$ cat src/rtl/div_pkg.sv
package div_pkg;
  typedef enum logic {
    ST_IDLE = 1'b0,
    ST_RUN  = 1'b1
  } div_state_e;
endpackage

$ cat src/rtl/div_mag.sv
module div_mag #(
  parameter int W = 32
) (
  input  logic [W-1:0] val,
  input  logic         sgn,
  output logic [W-1:0] mag,
  output logic         neg
);
  always_comb begin
    neg = sgn & val[W-1];
    mag = neg ? (~val + 1'b1) : val;
  end
endmodule

$ cat src/rtl/div_core.sv
module div_core
  import div_pkg::*;
#(
  parameter int W = 32
) (
  input  logic         clk,
  input  logic         rst_n,
  input  logic         load,
  input  logic [W-1:0] dvd,
  input  logic [W-1:0] dvs,
  output logic         busy,
  output logic         fin,
  output logic [W-1:0] quo,
  output logic [W-1:0] rem
);
  localparam int CW = $clog2(W + 1);
  localparam int AW = 2 * W + 1;

  div_state_e     state;
  logic [CW-1:0]  cnt;
  logic [AW-1:0]  acc;
  logic [W-1:0]   dvs_q;
  logic [W:0]     upper;
  logic [W+1:0]   diff;
  logic           take;
  logic [AW-1:0]  kept;

  always_comb begin
    upper = acc[AW-1:W];
    diff  = {1'b0, upper} - {2'b0, dvs_q};
    take  = ~diff[W+1];
    kept  = take ? {diff[W:0], acc[W-1:0]} : acc;
  end

  assign busy = (state == ST_RUN);
  assign fin  = busy && (cnt == CW'(W));
  assign quo  = acc[W-1:0];
  assign rem  = acc[AW-1:W+1];

  always_ff @(posedge clk or negedge rst_n) begin
    if (!rst_n) begin
      state <= ST_IDLE;
      cnt   <= '0;
      acc   <= '0;
      dvs_q <= '0;
    end else if (state == ST_IDLE) begin
      if (load) begin
        state <= ST_RUN;
        cnt   <= '0;
        acc   <= {{W{1'b0}}, dvd, 1'b0};
        dvs_q <= dvs;
      end
    end else if (cnt == CW'(W)) begin
      state <= ST_IDLE;
    end else begin
      acc <= {kept[AW-2:0], take};
      cnt <= cnt + 1'b1;
    end
  end

  // the working remainder never reaches twice the divisor
  a_r2_partial_bound: assert property (@(posedge clk) disable iff (!rst_n)
    busy |-> ({1'b0, upper} < ({2'b0, dvs_q} << 1)));

  // no new load is taken while a division runs
  a_r1_run_holds_divisor: assert property (@(posedge clk) disable iff (!rst_n)
    (busy && !fin) |=> $stable(dvs_q));
endmodule

$ cat src/rtl/div_fix.sv
module div_fix #(
  parameter int W = 32
) (
  input  logic [W-1:0] uq,
  input  logic [W-1:0] ur,
  input  logic         neg_q,
  input  logic         neg_r,
  output logic [W-1:0] q,
  output logic [W-1:0] r
);
  always_comb begin
    q = neg_q ? (~uq + 1'b1) : uq;
    r = neg_r ? (~ur + 1'b1) : ur;
  end
endmodule

$ cat src/rtl/seq_divider.sv
module seq_divider #(
  parameter int W = 32
) (
  input  logic         clk,
  input  logic         rst_n,
  input  logic         in_valid,
  output logic         in_ready,
  input  logic [W-1:0] dividend,
  input  logic [W-1:0] divisor,
  input  logic         signed_op,
  output logic         done,
  output logic [W-1:0] quotient,
  output logic [W-1:0] remainder,
  output logic         div_zero
);
  logic [W-1:0] dvd_mag, dvs_mag, uq, ur, fq, fr;
  logic         dvd_neg, dvs_neg, accept, zero_in;
  logic         core_busy, core_fin;
  logic         neg_q_r, neg_r_r, sgn_r;

  div_mag #(.W(W)) u_mag_dvd (.val(dividend), .sgn(signed_op), .mag(dvd_mag), .neg(dvd_neg));
  div_mag #(.W(W)) u_mag_dvs (.val(divisor),  .sgn(signed_op), .mag(dvs_mag), .neg(dvs_neg));

  assign in_ready = ~core_busy;
  assign accept   = in_valid & in_ready;
  assign zero_in  = (divisor == '0);

  div_core #(.W(W)) u_core (
    .clk(clk), .rst_n(rst_n), .load(accept & ~zero_in),
    .dvd(dvd_mag), .dvs(dvs_mag),
    .busy(core_busy), .fin(core_fin), .quo(uq), .rem(ur)
  );

  div_fix #(.W(W)) u_fix (
    .uq(uq), .ur(ur), .neg_q(neg_q_r), .neg_r(neg_r_r), .q(fq), .r(fr)
  );

  always_ff @(posedge clk or negedge rst_n) begin
    if (!rst_n) begin
      neg_q_r   <= 1'b0;
      neg_r_r   <= 1'b0;
      sgn_r     <= 1'b0;
      done      <= 1'b0;
      quotient  <= '0;
      remainder <= '0;
      div_zero  <= 1'b0;
    end else begin
      done <= 1'b0;
      if (accept && zero_in) begin
        done      <= 1'b1;
        quotient  <= '1;
        remainder <= dividend;
        div_zero  <= 1'b1;
      end else if (accept) begin
        neg_q_r <= dvd_neg ^ dvs_neg;
        neg_r_r <= dvd_neg;
        sgn_r   <= signed_op;
      end else if (core_fin) begin
        done      <= 1'b1;
        quotient  <= fq;
        remainder <= fr;
        div_zero  <= 1'b0;
      end
    end
  end

  // results move only with a completion pulse
  a_r6_hold_between: assert property (@(posedge clk) disable iff (!rst_n)
    !done |-> ($stable(quotient) && $stable(remainder) && $stable(div_zero)));

  // a core completion is followed by at most a zero-divisor completion
  a_r6_single_pulse: assert property (@(posedge clk) disable iff (!rst_n)
    (done && !div_zero) |=> (!done || div_zero));

  // zero-divisor result carries an all-ones quotient
  a_r4_dz_quotient: assert property (@(posedge clk) disable iff (!rst_n)
    (done && div_zero) |-> (quotient == '1));

  // signed remainder follows the dividend sign
  a_r3_rem_sign: assert property (@(posedge clk) disable iff (!rst_n)
    (done && !div_zero && sgn_r && (remainder != '0)) |-> (remainder[W-1] == neg_r_r));

  // a core result is only produced after a busy cycle
  a_r2_after_busy: assert property (@(posedge clk) disable iff (!rst_n)
    (done && !div_zero) |-> $past(!in_ready));
endmodule

$ cat config.mk
export PLATFORM = sky130hd
export DESIGN_NAME = seq_divider
export DESIGN_NICKNAME = d
export VERILOG_FILES = /design/src/rtl/div_pkg.sv /design/src/rtl/div_mag.sv /design/src/rtl/div_core.sv /design/src/rtl/div_fix.sv /design/src/rtl/seq_divider.sv
export SDC_FILE = /design/constraint.sdc
export NUM_CORES = 1
export LEC_CHECK = 0
export BUFFER_PORTS_ARGS = -buffer_cell sky130_fd_sc_hd__buf_2
export CORE_ASPECT_RATIO = 1.5
export CORE_MARGIN = 2
export CORE_UTILIZATION = 50
export CTS_CLUSTER_DIAMETER = 40
export DETAILED_ROUTE_END_ITERATION = 8
export PLACE_DENSITY = 0.8
export SLEW_MARGIN = 20
export SYNTH_ARGS = -nofsm -noshare
export SYNTH_HDL_FRONTEND = slang
export SYNTH_HIERARCHICAL = 1
export SYNTH_SLANG_ARGS = --single-unit
$ cat constraint.sdc
create_clock -name clk -period 6.65 [get_ports clk]
set_clock_uncertainty 0.15 [all_clocks]
set_input_delay 0.665 -clock clk [delete_from_list [all_inputs] [get_ports clk]]
set_output_delay 0.665 -clock clk [all_outputs]
set_load 0.05 [all_outputs]
; Word level (Yosys, flattened, before mapping)
; Index checks and enable logic that the tools add are counted.
[op_classes]
addsub = 6
reduce_logical = 9
muxes = 26
bitwise = 13
n_mul = 0
n_eq_ne = 3
n_div = 0
n_shift = 0
order_cmp = 0
[op_table]
columns = operator, n
row1 = $mux 32, 10
row2 = $mux 65, 3
row3 = $add 32x1->32 const B, 4
row4 = $not 32->32, 4
row5 = $mux 64, 1
row6 = $sub 33x32->34, 1
row7 = $logic_not 32->1, 1
row8 = $mux 6, 3
row9 = $mux 1, 9
row10 = $reduce_and 2->1, 4
row11 = $add 6x1->6 const B, 1
row12 = $eq 6x6->1 const B, 1
row13 = $and 1x1->1, 4
row14 = $not 1->1, 4
row15 = $reduce_bool 2->1, 2
row16 = $logic_and 1x1->1, 2
row17 = $ne 2x1->1 const B, 1
row18 = $ne 2x2->1 const B, 1
row19 = $xor 1x1->1, 1
[totals]
output_inout_bits = 67
latchBits = 0
mem_bits_ro = 0
wordCells = 67
mem_bits_rw = 0
n_memories = 0
register_bits = 172

; Logic depth before layout (Yosys ltp)
[logic_depth]
ltp_word = 6
mapped_depth = 13

; Hierarchy
; Netlist, hierarchy kept.
[modules_own_cells]
columns = mod, area_per_inst_um2, cells_each, instances
row1 = div_core, 6718.9, 738, 1
row2 = seq_divider, 2955.3, 198, 1
row3 = div_fix, 1452.6, 189, 1
row4 = div_mag, 706.9, 106, 2

; Worst setup path after synthesis
; No wires, ideal clock.
[synth_path]
path_type = input -> register
start = input divisor[28]
end = register u_core.acc[1]
arrival_time_ps = 2525
path_buffers = 2
setup_time_ps = 135
path_slack_ps = 3840
cell_stages = 9
required_ps = 6365
path_cell_list = nor4_1 nand4_1 o21bai_1 inv_1 nor2b_1 nor2_1 clkbuf_1 clkbuf_1 o21ai_0
[synth_between]
elab_chain_cells = 5
[synth_rtl]
columns = item, line
row1 = from (decl), seq_divider.sv:9  ; input logic [W-1:0] divisor,
row2 = $logic_not 32->1, seq_divider.sv:26  ; assign zero_in = (divisor == '0);
row3 = $not 1->1, seq_divider.sv:29  ; .clk(clk), .rst_n(rst_n), .load(accept & ~zero_in),
row4 = $and 1x1->1, seq_divider.sv:29
row5 = $reduce_bool 2->1 (no line), -
row6 = $reduce_and 2->1 (no line), -
row7 = to (signal assigned), div_core.sv:50  ; acc <= {{W{1'b0}}, dvd, 1'b0};
row8 = to (signal assigned), div_core.sv:56  ; acc <= {kept[AW-2:0], take};
row9 = to (decl), div_core.sv:21  ; logic [AW-1:0] acc;
; Every way passes these cells.
; A chain may end at the register's enable or synchronous reset.

; Final worst setup path
[layout_path]
start = register u_core.acc[33]
end = register u_core.acc[49]
[layout_between]
elab_chain_cells = 4
[layout_rtl]
columns = item, line
row1 = $sub 33x32->34, div_core.sv:30  ; diff = {1'b0, upper} - {2'b0, dvs_q};
row2 = $mux 64, div_core.sv:32  ; kept = take ? {diff[W:0], acc[W-1:0]} : acc;
row3 = $mux 65, div_core.sv:53  ; end else if (cnt == CW'(W)) begin
row4 = $mux 65, div_core.sv:46  ; end else if (state == ST_IDLE) begin
; Every way passes these cells. The select of a mux whose other input is x is not followed.

==> key figures <==
STA
  – Number of pins with negative max-slew slack in the final report: 0
  – RSZ-0062 raised after global routing: false
  – Final worst-path cycle share: 0.5241
  – Worst hold slack across all endpoints: 0.1918 ns
  – Slew HR: 0.2548
  – Total setup violations reported at the end of the flow: 0
  – Worst Tran Pin Value: approximately 1.1 ns
  – Setup tns final: 0 ns
  – Final Critical Period: approximately 3.5 ns
  – Final hold violations: 0
  – Achievable clock frequency: between 0.2 and 0.3 GHz

Clock network
  – Clock tree from TritonCTS: done
  – Number of levels the H-tree was split into: 4
  – TritonCTS buffer count: 17
  – Post-CTS Hold Buffers: 0
  – Worst-path clk slew: 0.06 ns
  – Cts repair resizes: 0
  – Setup fix buffers added after clock tree synthesis: 0
  – CTS Sinks: 172
  – Longest Clk Path Bufs: 2
  – CTS root buffer: sky130_fd_sc_hd__clkbuf_16
  – Worst-skew pair later-pin latency: 0.44 ns

Worst setup path
  – End of the worst register-to-register path: u_core/acc[49]
  – Max stage delay on crit path: 0.49 ns
  – Type of element launching the critical path: flip-flop
  – Req. time, crit path: ~6.9 ns
  – Cell occurring most often along the worst timing path: sky130_fd_sc_hd__a21oi_2
  – Worst R2R Path Depth: 11
  – Category of the most critical setup path: flip-flop to flip-flop
  – Worst EP arrival: 3.68 ns
  – Worst reg-to-reg setup slack: 3.16 ns
  – Worst-path cell chain: ha_1, nor2b_4, o31ai_2, a21oi_2, a32o_1, a21oi_2, o21ai_4, a31oi_4, buf_4, mux2_2, o21ai_0
  – Capturing element type of the critical path: flip-flop
  – Critical-path top delay cell: sky130_fd_sc_hd__dfrtp_1
  – Startpoint of the worst-slack reg-to-reg timing path: u_core/acc[33]
  – Worst Path Max Fanout: 33

Flow run
  – Max-cap viol count: 0

Drt
  – Post-detailed-route wirelength per cell: ~18 um
  – Total wire length: 30.16 mm
  – Initial detailed-routing violation count: around 700
  – Routed vias/inst: 5.845
  – DR pass1 iterations: 5
  – Count of antenna-violating nets left after detailed routing: 0
  – DRC errors left: 0
  – Via count: 10010

GRT
  – GRT Total Usage: 0.2318
  – Antenna violations before repair: 0
  – Pin count of the biggest net entering global routing: 108
  – Global route overflow: 0
  – Vias in the first global route: 9844
  – Global-route wire length before repair: just under 50 mm

Placed design
  – Routability congestion estimate from global placement: approximately 0.95
  – Number of buffers added on ports: 134
  – HPWL reported at the end of detailed placement: 22.71 mm
  – Total cell area at the placement stage: between 10000 and 15000 sq um
  – Instance count after placement with tap cells included: 1680

Floorplanning
  – Die Footprint: 26390 sq um
  – Site row count: about 70
  – Die Wd: 133.3 um
  – I/O pins: around 140
  – Effective utilization at floorplan: 0.5042
  – Area of the placeable core: 24870 sq um
  – Height of the die: 198.0 um

Synthesis
  – Per-instance average area after synthesis: 9.380 sq um
  – Cell type with the largest total area after synthesis: sky130_fd_sc_hd__dfrtp_1
  – Post-synth ARST share: 1.000
  – Main flop type after synthesis: sky130_fd_sc_hd__dfrtp_1
  – Number of synthesized flops with an enable pin: 0
  – Post-synth top area share: 0.3432
  – Sequential fraction of the synthesis area: 0.3432
  – Area of the mapped netlist: 12540 sq um
  – Net Count, Synth: 1444
  – Netlist cell types: 74
  – Number of warning messages in the yosys log: 6
  – Post-synthesis register bit count: ~170
  – Most area-consuming cells after synthesis: sky130_fd_sc_hd__dfrtp_1, sky130_fd_sc_hd__xnor2_1, sky130_fd_sc_hd__mux2_2
  – Synthesized netlist cell count: about 1300

Power and ir drop
  – Combinational cell fraction of total power: 0.605
  – Seq pwr share: 0.273
  – Cell-internal power: 4032 uW
  – Leakage component of the power: 0.005988 uW
  – Net Sw Power: between 3000 and 4000 uW
  – Worst IR drop on VDD: between 200 and 300 uV
  – Power density over cell area: slightly below 600 nW/um^2
  – Proportion of total power due to net switching: 0.4927
  – Final total power: roughly 8000 uW
  – Clock network fraction of design power: 0.122

Cells and area
  – Area growth, synth to finish: 7.383%
  – Commonest cells after routing, fill and taps aside: sky130_fd_sc_hd__dfrtp_1, sky130_fd_sc_hd__buf_2, sky130_fd_sc_hd__nand2_1, sky130_fd_sc_hd__o21ai_0, sky130_fd_sc_hd__xnor2_1
  – Most common cell after layout, fill and taps aside: sky130_fd_sc_hd__dfrtp_1
  – Inserted Diodes: 0
  – Cell Count, Final, Fillers Out: between 1500 and 2000
  – Total number of nets in the final design: 1478
  – Final design area excluding fillers: around 13000 sq um
  – Fraction of layout cells with a size suffix above 1: 0.2139

Status
  – Result of the run: complete, no violations

Hold path
  – Worst hold-check path type: input pin to asynchronous set/reset pin
[cell families (layout without fill, tap and decap cells)]
logic type / count (synthesis) / after routing / synth area share
compound gates: 346 / 346 / 0.1889
xor+xnor: 146 / 146 / 0.1020
fa+ha+maj: 39 / 39 / 0.03951
buf+inv: 195 / 242 / 0.08660
flops: 172 / 172 / 0.3432
mux: 124 / 124 / 0.1059
simple gates: 315 / 315 / 0.1340
[critical path: cells and delay by family (launching register included)]
kind / cells / cell delay (ns)
multiplexers: 1 / 0.38
buffers and inverters: 1 / 0.43
AO/OA/AOI/OAI: 7 / 1.45
flip-flops: 1 / 0.49
AND/OR/NAND/NOR: 1 / 0.13
adder cells (fa/ha/maj): 1 / 0.33
[final cells by class]
cell class                      count  area (sq um)
Clock inverter                     12         115.1
Sequential cell                   172          4307
Inverter                           65         244.0
Tap cell                          328         410.4
Multi-Input combinational cell    970          7174
Clock buffer                       20         456.7
Fill cell                        2262         11410
Timing Repair Buffer              145         759.5
[stage by stage]
step	worst slack, ns	utilization
2_1_floorplan	3.840	-
3_5_place_dp	2.825	0.5181
3_3_place_gp	2.882	0.5181
4_1_cts	3.200	0.5411
5_1_grt	3.010	0.5414
6_report	3.165	0.5414
[metal layers]
layer  up-vias  global-route usage  routed length (um)  share of wire
met5         -                   0                   0              0
met4         0              0.1308                1340          0.044
met3        87             0.02560                 946          0.031
met2       254              0.4103               15390           0.51
met1      4851              0.2725               12490           0.41
li1       4814                   -                   -              -
[flip-flops by register name (all words and copies together) (netlist names)]
signal	cells
div_zero	1
done	1
neg_q_r	1
neg_r_r	1
quotient	32
remainder	32
u_core/acc	65
u_core/busy	1
u_core/cnt	6
u_core/dvs_q	32
[power groups by stage]
stage	Clock [uW]	Combinational, uW	Sequential (uW)
final	972	4810	2170
after global routing	1040	5280	2230
after CTS	989	4810	2150
after detailed placement	0	4770	2170
after global placement	0	4670	2140
after floorplan	0	3690	2490
[Yosys cell counts (14+ instances only)]
cell type,n
sky130_fd_sc_hd__a21oi_1,57
sky130_fd_sc_hd__mux2_2,67
sky130_fd_sc_hd__o21ai_1,23
sky130_fd_sc_hd__o21ai_0,102
sky130_fd_sc_hd__inv_1,63
sky130_fd_sc_hd__or4_1,16
sky130_fd_sc_hd__mux2i_1,55
sky130_fd_sc_hd__buf_4,72
sky130_fd_sc_hd__nand2_1,115
sky130_fd_sc_hd__clkbuf_1,32
sky130_fd_sc_hd__nand3_1,25
sky130_fd_sc_hd__xnor2_1,95
sky130_fd_sc_hd__a21o_1,14
sky130_fd_sc_hd__nand4_1,15
sky130_fd_sc_hd__o31ai_1,28
sky130_fd_sc_hd__o22a_1,32
sky130_fd_sc_hd__a31oi_1,21
sky130_fd_sc_hd__nor3_1,20
sky130_fd_sc_hd__nor2_1,48
sky130_fd_sc_hd__ha_1,38
sky130_fd_sc_hd__nor4_1,17
sky130_fd_sc_hd__xor2_1,51
sky130_fd_sc_hd__dfrtp_1,172
[how the worst max path moves through the flow]
stage,from,to,slack [ns],cells after the start
finish,u_core/acc[33],u_core/acc[49],3.16,11
global route,u_core/acc[33],u_core/acc[49],3.01,11
CTS,u_core/acc[33],u_core/acc[49],3.20,11
detailed placement,divisor[4],u_core/cnt[2],2.83,12
global placement,divisor[4],u_core/cnt[2],2.88,12
floorplan,divisor[28],u_core/acc[1],3.84,9
Power figures use the tool's default switching activity.
